==> src/rtl/lfps_poll_pkg.sv <==
package lfps_poll_pkg;
  typedef enum logic [1:0] {
    PH_HANDSHAKE = 2'd0,
    PH_EQ_EXIT   = 2'd1,
    PH_COMPLY    = 2'd2
  } poll_phase_t;
endpackage

==> src/rtl/lfps_burst_tally.sv <==
module lfps_burst_tally #(
  parameter int TX_MIN   = 16,
  parameter int RX_MIN   = 2,
  parameter int TX_AFTER = 4
) (
  input  logic clk,
  input  logic rst,
  input  logic en_i,
  input  logic tx_i,
  input  logic rx_i,
  output logic done_o
);
  localparam int TW = $clog2(TX_MIN + 1);
  localparam int RW = $clog2(RX_MIN + 1);
  localparam int AW = $clog2(TX_AFTER + 1);
  localparam logic [TW-1:0] TX_FULL = TW'(TX_MIN);
  localparam logic [RW-1:0] RX_FULL = RW'(RX_MIN);
  localparam logic [AW-1:0] AF_FULL = AW'(TX_AFTER);

  logic [TW-1:0] tx_q;
  logic [RW-1:0] rx_q;
  logic [AW-1:0] af_q;
  logic          armed;

  assign armed  = (tx_q == TX_FULL) && (rx_q == RX_FULL);
  assign done_o = (af_q == AF_FULL);

  always_ff @(posedge clk) begin
    if (rst) begin
      tx_q <= '0;
      rx_q <= '0;
      af_q <= '0;
    end else if (en_i) begin
      if (tx_i && tx_q != TX_FULL) tx_q <= tx_q + 1'b1;
      if (rx_i && rx_q != RX_FULL) rx_q <= rx_q + 1'b1;
      if (tx_i && armed && af_q != AF_FULL) af_q <= af_q + 1'b1;
    end
  end


  after_needs_arm_chk: assert property (@(posedge clk) disable iff (rst)
    (af_q != '0) |-> armed);

  after_bound_chk: assert property (@(posedge clk) disable iff (rst)
    af_q <= AF_FULL);

  tx_bound_chk: assert property (@(posedge clk) disable iff (rst)
    tx_q <= TX_FULL && rx_q <= RX_FULL);
endmodule

==> src/rtl/lfps_tick_timer.sv <==
module lfps_tick_timer #(
  parameter int LIMIT = 360
) (
  input  logic clk,
  input  logic rst,
  input  logic en_i,
  input  logic tick_i,
  output logic expired_o
);
  localparam int W = $clog2(LIMIT + 1);
  localparam logic [W-1:0] LIM = W'(LIMIT);

  logic [W-1:0] cnt_q;

  assign expired_o = (cnt_q == LIM);

  always_ff @(posedge clk) begin
    if (rst) cnt_q <= '0;
    else if (en_i && tick_i && cnt_q != LIM) cnt_q <= cnt_q + 1'b1;
  end


  timer_bound_chk: assert property (@(posedge clk) disable iff (rst)
    cnt_q <= LIM);
endmodule

==> src/rtl/lfps_burst_pacer.sv <==
module lfps_burst_pacer #(
  parameter int PERIOD = 8
) (
  input  logic clk,
  input  logic rst,
  input  logic en_i,
  input  logic tick_i,
  output logic req_o
);
  localparam int W = (PERIOD > 1) ? $clog2(PERIOD) : 1;
  localparam logic [W-1:0] LAST = W'(PERIOD - 1);

  logic [W-1:0] rep_q;
  logic         req_q;

  always_ff @(posedge clk) begin
    if (rst || !en_i) begin
      rep_q <= '0;
      req_q <= 1'b0;
    end else begin
      req_q <= tick_i && (rep_q == LAST);
      if (tick_i) rep_q <= (rep_q == LAST) ? '0 : rep_q + 1'b1;
    end
  end

  assign req_o = req_q && en_i;


  req_single_chk: assert property (@(posedge clk) disable iff (rst)
    req_o |=> !req_o || PERIOD == 1);
endmodule

==> src/rtl/cmpl_pattern_seq.sv <==
module cmpl_pattern_seq #(
  parameter int CP_LAST = 8
) (
  input  logic                              clk,
  input  logic                              rst,
  input  logic                              en_i,
  input  logic                              ping_i,
  output logic [$clog2(CP_LAST+1)-1:0]      idx_o
);
  localparam int W = $clog2(CP_LAST + 1);
  localparam logic [W-1:0] TOP = W'(CP_LAST);

  logic [W-1:0] idx_q;

  always_ff @(posedge clk) begin
    if (rst) idx_q <= '0;
    else if (en_i && ping_i) idx_q <= (idx_q == TOP) ? '0 : idx_q + 1'b1;
  end

  assign idx_o = idx_q;


  idx_hold_chk: assert property (@(posedge clk) disable iff (rst)
    !(en_i && ping_i) |=> $stable(idx_q));

  idx_bound_chk: assert property (@(posedge clk) disable iff (rst)
    idx_q <= TOP);
endmodule

==> src/rtl/lfps_poll_ctrl.sv <==
module lfps_poll_ctrl
  import lfps_poll_pkg::*;
#(
  parameter int TX_MIN        = 16,
  parameter int RX_MIN        = 2,
  parameter int TX_AFTER      = 4,
  parameter int TIMEOUT_TICKS = 360,
  parameter int REP_TICKS     = 8,
  parameter int CP_LAST       = 8
) (
  input  logic                         clk,
  input  logic                         rst,
  input  logic                         tick_i,
  input  logic                         tx_burst_i,
  input  logic                         rx_burst_i,
  input  logic                         ping_i,
  output logic [1:0]                   state_o,
  output logic                         send_req_o,
  output logic [$clog2(CP_LAST+1)-1:0] cp_idx_o,
  output logic                         exit_eq_o
);
  poll_phase_t ph_q, ph_d;
  logic in_hs, in_cp, done, expired;

  assign in_hs = (ph_q == PH_HANDSHAKE);
  assign in_cp = (ph_q == PH_COMPLY);

  lfps_burst_tally #(.TX_MIN(TX_MIN), .RX_MIN(RX_MIN), .TX_AFTER(TX_AFTER)) u_tally (
    .clk(clk), .rst(rst), .en_i(in_hs), .tx_i(tx_burst_i), .rx_i(rx_burst_i),
    .done_o(done));

  lfps_tick_timer #(.LIMIT(TIMEOUT_TICKS)) u_timer (
    .clk(clk), .rst(rst), .en_i(in_hs), .tick_i(tick_i), .expired_o(expired));

  lfps_burst_pacer #(.PERIOD(REP_TICKS)) u_pacer (
    .clk(clk), .rst(rst), .en_i(in_hs), .tick_i(tick_i), .req_o(send_req_o));

  cmpl_pattern_seq #(.CP_LAST(CP_LAST)) u_seq (
    .clk(clk), .rst(rst), .en_i(in_cp), .ping_i(ping_i), .idx_o(cp_idx_o));

  always_comb begin
    ph_d = ph_q;
    if (in_hs) begin
      if (done)         ph_d = PH_EQ_EXIT;
      else if (expired) ph_d = PH_COMPLY;
    end
  end

  always_ff @(posedge clk) begin
    if (rst) ph_q <= PH_HANDSHAKE;
    else     ph_q <= ph_d;
  end

  assign state_o   = ph_q;
  assign exit_eq_o = (ph_q == PH_EQ_EXIT);


  phase_sticky_chk: assert property (@(posedge clk) disable iff (rst)
    !in_hs |=> $stable(ph_q));

  exit_cause_chk: assert property (@(posedge clk) disable iff (rst)
    $rose(exit_eq_o) |-> $past(done));

  comply_entry_chk: assert property (@(posedge clk) disable iff (rst)
    (in_cp && $past(ph_q) == PH_HANDSHAKE) |-> ($past(expired) && cp_idx_o == '0));

  req_only_hs_chk: assert property (@(posedge clk) disable iff (rst)
    send_req_o |-> in_hs);
endmodule

==> config.mk <==
export PLATFORM = sky130hd
export DESIGN_NAME = lfps_poll_ctrl
export DESIGN_NICKNAME = d
export VERILOG_FILES = /design/src/rtl/lfps_poll_pkg.sv /design/src/rtl/lfps_burst_tally.sv /design/src/rtl/lfps_tick_timer.sv /design/src/rtl/lfps_burst_pacer.sv /design/src/rtl/cmpl_pattern_seq.sv /design/src/rtl/lfps_poll_ctrl.sv
export SDC_FILE = /design/constraint.sdc
export NUM_CORES = 1
export LEC_CHECK = 0
export BUFFER_PORTS_ARGS = -buffer_cell sky130_fd_sc_hd__clkbuf_2
export CORE_UTILIZATION = 54
export CTS_CLUSTER_DIAMETER = 60
export DETAILED_ROUTE_END_ITERATION = 10
export PLACE_DENSITY = 0.73
export REMOVE_ABC_BUFFERS = 1
export SLEW_MARGIN = 20
export SYNTH_ARGS = -nofsm -noshare
export SYNTH_HDL_FRONTEND = slang
export SYNTH_SLANG_ARGS = --single-unit
==> constraint.sdc <==
create_clock -name clk -period 1.8 [get_ports clk]
set_input_delay 0.27 -clock clk [delete_from_list [all_inputs] [get_ports clk]]
set_output_delay 0.27 -clock clk [all_outputs]
set_load 0.01 [all_outputs]
======== After elaboration in Yosys (flattened, before gate mapping) ========
Index checks and enable logic that the tools add are counted.
word-level totals
  word-level logic and storage cells ...... 48
  output and inout port bits .............. 8
  register bits ........................... 29
  input port bits ......................... 6
operators by class
  equal/unequal tests ..................... 12
  mux-type cells .......................... 4
  add/sub/neg operators ................... 6
  reduce and logical (&&, ||, !) cells .... 18
operator list
  operator               count
  $logic_and A1 B1 Y1    10
  $add A9 B1 Y9 const B  1
  $eq A9 B9 Y1 const B   1
  $ne A9 B9 Y1 const B   1
  $reduce_and A2 Y1      4
  $add A3 B1 Y3 const B  2
  $eq A3 B3 Y1 const B   2
  $add A5 B1 Y5 const B  1
  $eq A5 B5 Y1 const B   1
  $ne A5 B5 Y1 const B   1
  $add A4 B1 Y4 const B  1
  $eq A2 B2 Y1 const B   2
  $eq A4 B4 Y1 const B   1
  $mux W2                2
  $mux W4                1
  $mux W3                1
  $ne A3 B3 Y1 const B   1
  $add A2 B1 Y2 const B  1
  $eq A2 B1 Y1 const B   1
  $logic_not A2 Y1       1
  $ne A2 B2 Y1 const B   1
  $reduce_bool A2 Y1     1
  $logic_not A1 Y1       1
  $logic_or A1 B1 Y1     1

======== Longest topological paths before layout ========
Gate-level depths: netlist of run 1.
  word-level depth ........................ 5
  mapped depth ............................ 5

======== Hierarchy ========
From an unflattened synthesis of run 1, not the netlist that was laid out.
unflattened totals
  cells, all modules ...................... 171
  area total of the unflattened synthesis .. 1510.2 um^2
by module, submodules not included
  module            cells an instance  instances  sequential area each (um^2)  area an instance (um^2)
  lfps_burst_tally  61                 1          200.2                        551.8
  lfps_tick_timer   56                 1          180.2                        489.2
  cmpl_pattern_seq  26                 1          80.1                         209.0
  lfps_burst_pacer  17                 1          80.1                         176.4
  lfps_poll_ctrl    11                 1          40.0                         83.8

======== Worst setup path after synthesis of run 1 ========
Ideal clock, no wire load.
  path type ............................... reg-to-reg
  start point ............................. reg ph_q[0] (netlist: state_o[0])
  end point ............................... reg u_tally.af_q[2]
  path buffers ............................ 1
  data arrival time ....................... 1.535 ns
  clock period less this slack ............ 1.656 ns
  setup slack ............................. 0.144 ns
  library setup time ...................... 0.121 ns
  stages on the path, launching flop included .. 5
  cells stage by stage .................... dfxtp_1 > buf_2 > or3b_1 > nor4b_1 > mux2_2
on the way
  longest elaborated chain between the ends .. 2
ends and longest elaborated chain
  item                                line                    text
  start: declaration                  lfps_poll_ctrl.sv:22    poll_phase_t ph_q, ph_d;
  start signal: assignment            lfps_poll_ctrl.sv:51    else ph_q <= ph_d;
  $logic_not A2 Y1                    lfps_poll_ctrl.sv:25    assign in_hs = (ph_q == PH_HANDSHAKE);
  $reduce_and A2 Y1 (no source line)  --
  end signal: assignment              lfps_burst_tally.sv:36  if (tx_i && armed && af_q != AF_FULL) af_q <= af_q + 1'b1;
  end: declaration                    lfps_burst_tally.sv:22  logic [AW-1:0] af_q;
Every way passes these cells.
A chain may end at the register's enable or synchronous reset.

======== Worst setup path in the final report of run 1 ========
  start point ............................. reg u_tally.tx_q[0]
  end point ............................... reg u_tally.af_q[0]
on the way
  longest elaborated chain between the ends .. 5
ends and longest elaborated chain
  item                                line                    text
  start: declaration                  lfps_burst_tally.sv:20  logic [TW-1:0] tx_q;
  start signal: assignment            lfps_burst_tally.sv:34  if (tx_i && tx_q != TX_FULL) tx_q <= tx_q + 1'b1;
  $eq A5 B5 Y1                        lfps_burst_tally.sv:25  assign armed = (tx_q == TX_FULL) && (rx_q == RX_FULL);
  $logic_and A1 B1 Y1                 lfps_burst_tally.sv:25
  $logic_and A1 B1 Y1 (2 in series)   lfps_burst_tally.sv:36
  $reduce_and A2 Y1 (no source line)  --
Every way passes these cells.

==> run_results.csv, run 1 <==
group,metric,value,unit
route,drt_pre_antenna_iters,6,
setup_path,crit_arrival,1900,ps
floorplan,die_w,54.9,um
sta,worst-slew-pin-transition,407,ps
cts,ctsResizeCount,1,
finish,drive_above_1_share,18.2,%
sta,fin_crit_sh,93.2,%
power_and_ir_drop,p_switching,289,uW
floorplan,pin_count,14,
finish,syn2layout_area_growth,13.1,%
cts,cts_made_buffers,5,
place,io_buffers,13,
synth,syn_avg_cell_area,8.89,sq um
sta,setup_viol,0,
power_and_ir_drop,seqPwrFrac,57.0,%
sta,drv_slew,0,
finish,antenna_cells,0,
cts,cts_max_level,2,
global_route,gr-total-overflow,0,
global_route,grt_first_pass_wirelength,4460,um
finish,final_cells,222,
power_and_ir_drop,power_frac_comb,8.9,%
place,gp_congestion,0.752,
power_and_ir_drop,p_sw_share,24.4,%
route,first_iter_violations,31,
synth,syn_inst,170,
synth,ys_types,37,
setup_path,crit_end,"u_tally.af_q[0]",
power_and_ir_drop,power_frac_clock,34.1,%
cts,cts_tree,"done",
synth,synth_area_leaders,"dfxtp_1 38%, ha_1 9.1%, a21oi_1 4.6%",
global_route,grtUsageTotal,20.8,%
synth,synth_edf_count,0,
setup_path,timing.rr.end,"u_tally.af_q[0]",
floorplan,die_h,54.9,um
floorplan,row_count,18,
synth,ys_seq_elements,29,
hold_path,hp-class,"primary input to flop",
setup_path,startpoint,"u_tally.tx_q[0]",
global_route,grt_antenna_before_repair,0,
sta,hold_viol,0,
synth,yosys.area.top_type,"dfxtp_1",
route,finalWirelength,2860,um
cts,clock_path_buffers,2,
sta,max_freq,0.596,GHz
cts,ctsRootBufferMaster,"clkbuf_4",
cts,cts_hold_buf,0,
place,dp_hpwl,2120,um
setup_path,crit_fanout,4,
setup_path,ff2ff_setup_slack,120,ps
sta,post-route-min-period,1680,ps
global_route,grt_max_degree,14,
floorplan,start_util,58.9,%
floorplan,die_area,3010,sq um
sta,fin_setup_tns,0,ps
power_and_ir_drop,power_leakage,0.685,nW
route,vias_per_cell,5.78,
floorplan,core-area,2570,sq um
job,drv_cap,0,
route,postRouteAntennaNets,0,
synth,synth-main-ff-cell,"dfxtp_1",
setup_path,worstSetupPathType,"flop to flop",
synth,yosys_warnings,0,
route,drc,0,
run_status,run_status,"complete, no violations",
cts,cts.sinks,29,
finish,fin_nets,209,
finish,post-route-util,66.6,%
synth,synth_top_area_share,38.4,%
setup_path,r2r_cells,5,
cts,clk_pin_slew,90,ps
sta,slew_headroom,72.5,%
setup_path,rr_startpoint,"u_tally.tx_q[0]",
setup_path,crit_path_end_kind,"flop",
setup_path,worstSetupStartpointType,"flop",
cts,clk_latency,320,ps
power_and_ir_drop,p_per_area,693,nW/um^2
synth,async_flop_share,0,%
sta,fin_skew,7.62,ps
sta,rsz0062_at_grt,"false",
power_and_ir_drop,p_int,895,uW
global_route,first_global_vias,1121,
sta,timing.hold.ws,236,ps
setup_path,worstPathRequired,2020,ps
power_and_ir_drop,vdd_drop_max,0.742,mV
route,vias,1284,
cts,cts_setup_buffers,0,
synth,synth_area,1510,sq um
route,wire_per_inst,12.9,um
place,placed_cells,215,
synth,yosysSeqAreaShare,38.4,%
[layout make-up]
class,count,area (sq um)
timing repair buffer,21,125
sequential,29,581
fill,225,858
tap,30,37.5
inverter,16,60.1
clock buffer,7,55.1
multi-input combinational,119,851
[metal layers]
metal	track usage (%)	vias to the layer above	part of all wire, %	wire length [um]
li1	-	647	-	-
met1	23.2	604	46	1310
met2	36.7	28	49	1390
met3	6.28	5	4.4	127
met4	8.33	0	1.1	31
met5	0	-	0	0
[cells by family (layout without fill, tap and decap cells)]
logic type | Yosys count | count (layout) | synth area share, %
mux | 11 | 11 | 7.78
compound gates | 30 | 30 | 11.9
flops | 29 | 29 | 38.4
buf+inv | 22 | 44 | 6.29
fa+ha+maj | 11 | 11 | 9.11
simple gates | 66 | 66 | 25.9
xor+xnor | 1 | 1 | 0.580
[registers in the layout, summed over array words and instances (netlist names)]
register	cells
state_o	2
u_timer.cnt_q	9
u_tally.rx_q	2
u_pacer.rep_q	3
u_seq.idx_o	4
u_tally.af_q	3
u_tally.tx_q	5
u_pacer.req_q	1
[how the worst min path moves through the flow]
stage                                start          endpoint  slack [ps]  cells after the start
final                               tick_i     u_pacer.req_q         240                      3
after global routing                tick_i     u_pacer.req_q         240                      3
after CTS                           tick_i     u_pacer.req_q         220                      3
after detailed placement  u_timer.cnt_q[8]  u_timer.cnt_q[8]         480                      2
after global placement    u_timer.cnt_q[8]  u_timer.cnt_q[8]         460                      2
after floorplan                        rst        state_o[1]         340                      1
[Yosys cell counts, drive strengths merged (2+ instances only)]
library cell and instances:
mux2i 5, nor2b 4, nor4b 3, nor2 17, nand3 5, nand2 9, or4 6, mux2 6
clkbuf 3, buf 3, ha 11, dfxtp 29, a21oi 14, nand2b 4, nor3b 3, nand4bb 2
a31oi 2, and4 2, inv 16, o21ai 6, o31ai 4, nand4 2, or3b 2, or3 2
[worst max-delay path, cell delays in order, from the launching register on]
cell	delay, ps
dfxtp_1	350
inv_1	90
ha_1	160
nor4bb_4	360
and4_1	290
mux2_2	340
[cells in the final DEF (no fill, tap or decap), drive strengths merged]
cell and count:
or3b 2, nand2 9, nand3b 1, nor4b 3, nand2b 4, and2b 1, mux2 6, clkbuf 20
o21ai 6, o31ai 4, nand4 2, a21oi 14, buf 8, mux2i 5, xnor2 1, a211oi 1
and4 2, nor3b 3, a211o 1, ha 11, dfxtp 29, a31oi 2, nor2b 4, a311o 1
nor4 1, nor2 17, nand3 5, or3 2, inv 16, or4 6, a2111o 1, nand4bb 2
nand4b 1, nor4bb 1
[through the flow]
stage | setup slack [ps] | instance area (sq um) | power [mW]
after floorplan | 173 | 1480 | 0.749
after global placement | 52.3 | 1640 | 0.785
after detailed placement | -58.7 | 1640 | 0.794
after CTS | 59.1 | 1700 | 1.20
after global routing | 20.9 | 1710 | 1.23
final | 123 | 1710 | 1.18
[power groups by stage]
stage,clock [mW],combinational (mW),sequential [mW]
finish,0.403,0.105,0.675
global placement,0,0.0975,0.688
floorplan,0,0.0625,0.686
global route,0.438,0.120,0.678
detailed placement,0,0.104,0.690
CTS,0.418,0.105,0.675
(Power assumes the default switching activity.)
==> inputs of run 2 (changes only) <==
- CELL_PAD_IN_SITES_DETAIL_PLACEMENT: not set -> 0
- CELL_PAD_IN_SITES_GLOBAL_PLACEMENT: not set -> 1
- CORE_UTILIZATION: 54 -> 44
- PLACE_DENSITY: 0.73 -> 0.76
==> run_results.csv, run 2 (synthesis results as in run 1) <==
group,metric,value,unit
run_status,run_status,"complete, no violations",
global_route,grtUsageTotal,17.5,%
power_and_ir_drop,p_per_area,671,nW/um^2
setup_path,cp_cell_sequence,"inv_1 -> ha_1 -> nor4bb_4 -> and4_1 -> mux2_2",
cts,cts_max_level,2,
finish,nFillCells,309,
sta,timing.hold.ws,252,ps
route,vias,1254,
setup_path,worstPathRequired,2020,ps
setup_path,r2r_cells,5,
finish,antenna_cells,0,
finish,layout_commonest_cell,"dfxtp_1",
finish,drive_above_1_share,17.2,%
sta,fin_crit_sh,94.5,%
route,first_iter_violations,52,
finish,final_area,1710,sq um
global_route,grt_use_met2,28.4,%
cts,cts_made_buffers,5,
finish,largest_reg_flops,9,
global_route,grt_first_pass_wirelength,4690,um
route,postRouteAntennaNets,0,
setup_path,crit_slowest_cell,"nor4bb_4",
cts,ctsRootBufferMaster,"clkbuf_4",
global_route,grtUsageMet3,5.76,%
setup_path,path_depth,5,
cts,clk_latency,320,ps
global_route,use_met1,21.4,%
floorplan,die_h,60.6,um
setup_path,crit_arrival,1920,ps
route,vias_per_cell,5.31,
finish,final_cell_mix,"29 x dfxtp_1, 17 x nor2_1, 16 x inv_1, 14 x a21oi_1, 13 x clkbuf_2",
finish,final_cells,236,
sta,slew_headroom,68.8,%
sta,hold_viol,0,
route,wire_per_inst,12.0,um
setup_path,crit_path_end_kind,"flop",
setup_path,path_delay_family,"simple AND/OR/NAND/NOR gates",
setup_path,cp_num_buf_inv,1,
cts,cts_tree,"done",
cts,clock_path_buffers,2,
power_and_ir_drop,power_leakage,0.674,nW
setup_path,crit_fanout,4,
cts,ctsResizeCount,1,
cts,cts.sinks,29,
sta,worst-slew-pin-transition,469,ps
sta,fin_skew,3.67,ps
place,placed_cells,228,
global_route,busiest_layer,"met2",
place,dp_hpwl,2090,um
hold_path,hp-class,"primary input to flop",
cts,cts_setup_buffers,0,
route,finalWirelength,2840,um
floorplan,die_area,3670,sq um
sta,drv_slew,0,
cts,cts_hold_buf,0,
place,io_buffers,13,
sta,post-route-min-period,1700,ps
finish,post-route-util,54.3,%
global_route,gr-total-overflow,0,
route,drc,0,
setup_path,worstSetupPathType,"flop to flop",
floorplan,row_count,20,
sta,max_freq,0.588,GHz
global_route,grt_max_degree,26,
place,gp_congestion,0.748,
floorplan,pin_count,14,
power_and_ir_drop,total_power,1.15,mW
power_and_ir_drop,vdd_drop_max,0.431,mV
floorplan,die_w,60.6,um
job,drv_cap,0,
finish,syn2layout_area_growth,13.3,%
setup_path,slowest_delay,370,ps
sta,rsz0062_at_grt,"false",
global_route,first_global_vias,1077,
global_route,grt_antenna_before_repair,0,
sta,setup_viol,0,
hold_path,hold-path-cell-count,3,
route,drt_pre_antenna_iters,2,
floorplan,core-area,3150,sq um
setup_path,worstSetupStartpointType,"flop",
cts,clk_pin_slew,90,ps
finish,fin_nets,208,
place,placed_cell_area,1650,sq um
finish,largest_register,"u_timer.cnt_q",
floorplan,start_util,47.9,%
[run 2: cell type report]
class                   count  area, sq um  share of cell area, %
flip-flops and latches     29          581                   33.9
repair buffers             20          118                   6.87
inverters                  16         60.1                   3.51
multi-input cells         119          851                   49.7
clock buffers               8         48.8                   2.85
well taps                  44         55.1                   3.21
[run 2: path summary, 6_finish.rpt]
| kind | from | to | slack (ps) |
|---|---|---|---|
| setup / recovery | u_tally.tx_q[0] | u_tally.af_q[0] | 100 |
| hold / removal | tick_i | u_pacer.req_q | 250 |
| setup reg to reg | u_tally.tx_q[0] | u_tally.af_q[0] | 100 |
| hold reg to reg | u_timer.cnt_q[8] | u_timer.cnt_q[8] | 490 |
[run 2: power breakdown]
group | internal (mW) | leakage (nW) | total [mW] | switching [mW]
combinational | 0.0489 | 0.413 | 0.102 | 0.0531
sequential | 0.660 | 0.235 | 0.674 | 0.0143
clock | 0.155 | 0.0265 | 0.373 | 0.217
[run 2: through the flow]
stage | setup slack (ps) | TNS, ps
2_1_floorplan | 173 | 0
3_3_place_gp | 34.3 | 0
3_5_place_dp | -86.8 | -86.8
4_1_cts | 33.8 | 0
5_1_grt | 40.9 | 0
6_report | 99.5 | 0
[run 2: routing by layer]
| metal | routed length [um] | up-vias | share of wire, % |
|---|---|---|---|
| met2 | 1310 | 16 | 46 |
| li1 | - | 652 | - |
| met1 | 1400 | 582 | 50 |
| met3 | 101 | 4 | 3.6 |
| met4 | 24 | 0 | 0.85 |
| met5 | 0 | - | 0 |
[run 2: worst reg2reg max path, delay by kind of cell, from the launching register on]
| kind | cells | cell delay [ps] |
|---|---|---|
| adders and majority gates | 1 | 170 |
| and+or+nand+nor | 2 | 660 |
| buffers and inverters | 1 | 90 |
| muxes | 1 | 340 |
| DFF | 1 | 350 |
==> inputs of run 3 (changes only) <==
- CORE_UTILIZATION: 44 -> 40
- PLACE_DENSITY: 0.76 -> 0.73
- clock period: 1.8 -> 1.4 ns (I/O delays scaled with it)
==> run_results.csv, run 3 (synthesis results as in run 1) <==
group,metric,value,unit
floorplan,die_w,63.5,um
setup_path,crit_arrival,1720,ps
cts,cts_max_level,2,
global_route,use_met1,22.0,%
setup_path,ff2ff_setup_slack,-110,ps
cts,cts_made_buffers,5,
finish,fin_nets,235,
route,postRouteAntennaNets,0,
finish,syn2layout_area_growth,44.2,%
floorplan,die_area,4030,sq um
sta,worst-slew-pin-transition,322,ps
place,gp_congestion,0.773,
setup_path,worstSetupStartpointType,"flop",
cts,cts_hold_buf,0,
sta,rsz0062_at_grt,"true",
global_route,grt_antenna_before_repair,0,
cts,ctsRootBufferMaster,"clkbuf_8",
route,first_iter_violations,40,
route,wire_per_inst,13.7,um
global_route,busiest_layer,"met2",
route,drt_pre_antenna_iters,4,
floorplan,start_util,43.6,%
cts,clock_path_buffers,2,
cts,clk_pin_slew,60,ps
setup_path,worstPathRequired,1610,ps
sta,post-route-min-period,1510,ps
sta,hold_viol,0,
finish,layout_commonest_cell,"buf_4",
sta,setup_viol,6,
route,drc,0,
cts,cts_tree,"done",
finish,final_cell_mix,"27 x buf_4, 21 x dfxtp_1, 17 x nor2_1, 14 x inv_1, 13 x clkbuf_2",
floorplan,row_count,21,
sta,fin_setup_tns,-417,ps
cts,clk_latency,280,ps
global_route,grtUsageTotal,19.5,%
power_and_ir_drop,p_per_area,812,nW/um^2
sta,fin_crit_sh,108,%
cts,cts.sinks,29,
global_route,first_global_vias,1366,
finish,nFillCells,319,
global_route,grtUsageMet3,5.98,%
place,io_buffers,13,
hold_path,hp-class,"primary input to flop",
power_and_ir_drop,vdd_drop_max,0.519,mV
route,finalWirelength,3620,um
sta,max_freq,0.663,GHz
finish,largest_register,"u_timer.cnt_q",
finish,antenna_cells,0,
setup_path,crit_path_end_kind,"flop",
floorplan,pin_count,14,
floorplan,core-area,3470,sq um
global_route,grt_max_degree,19,
run_status,run_status,"complete, but fails checks",
finish,largest_reg_flops,9,
sta,drv_slew,0,
sta,setup_ws,-109,ps
global_route,grt_first_pass_wirelength,5980,um
power_and_ir_drop,power_leakage,0.875,nW
job,drv_cap,0,
finish,drive_above_1_share,43.1,%
route,vias,1386,
place,dp_hpwl,2410,um
floorplan,die_h,63.5,um
route,vias_per_cell,5.25,
finish,post-route-util,62.8,%
setup_path,worstSetupPathType,"flop to flop",
sta,slew_headroom,78.4,%
setup_path,crit_fanout,4,
global_route,grt_use_met2,33.1,%
sta,fin_skew,5.00,ps
global_route,gr-total-overflow,0,
run_status,violations,"negative setup slack",
-- run 3: layout make-up --
cell class	instances	area, sq um	share of cell area (%)
multi-input cells	119	1030	47.1
flip-flops and latches	29	593	27.2
repair buffers	47	355	16.3
clock buffers	7	86.3	3.96
inverters	16	60.1	2.76
well taps	46	57.6	2.64
-- run 3: what timing repair did --
action,4_1_cts,5_1_grt
pin swaps,12,10
hold endpoints to repair,0,0
gates resized for setup,29,23
buffers inserted,4,2
setup endpoints to repair,16,20
gates cloned,0,0
-- run 3: report_power, final --
part | internal [mW] | leakage (nW) | switching [mW] | total, mW
combinational | 0.113 | 0.592 | 0.0973 | 0.211
clock | 0.389 | 0.0443 | 0.303 | 0.691
sequential | 0.851 | 0.239 | 0.0177 | 0.868
-- run 3: per-layer routing --
| layer | part of all wire (%) | vias to the layer above |
|---|---|---|
| li1 | - | 699 |
| met1 | 45 | 664 |
| met2 | 51 | 19 |
| met3 | 2.8 | 4 |
| met4 | 1.2 | 0 |
| met5 | 0 | - |
-- run 3: worst max-delay path: stages (launching register included) --
cell and delay [ps]:
dfxtp_2 330, or3b_4 420, buf_6 130, or4_1 420, a21oi_2 140
-- run 3: path summary, 6_finish.rpt --
kind,startpoint,to,cells after the start
setup / recovery,state_o[0],u_tally.tx_q[2],4
hold / removal,rst,u_timer.cnt_q[4],2
setup reg to reg,state_o[0],u_tally.tx_q[2],4
hold reg to reg,u_pacer.rep_q[1],u_pacer.rep_q[1],2
-- run 3: metrics by stage --
stage                     instances  total power, mW  setup WS [ps]  hold slack (ps)  cell area, sq um
after floorplan                 164            0.963           -227              279              1480
after global placement          251             1.04           -319              460              1820
after detailed placement        251             1.05           -403              483              1820
after CTS                       262             1.78          -93.7              299              2080
after global routing            264             1.87           -169              308              2180
final                           264             1.77           -109              305              2180
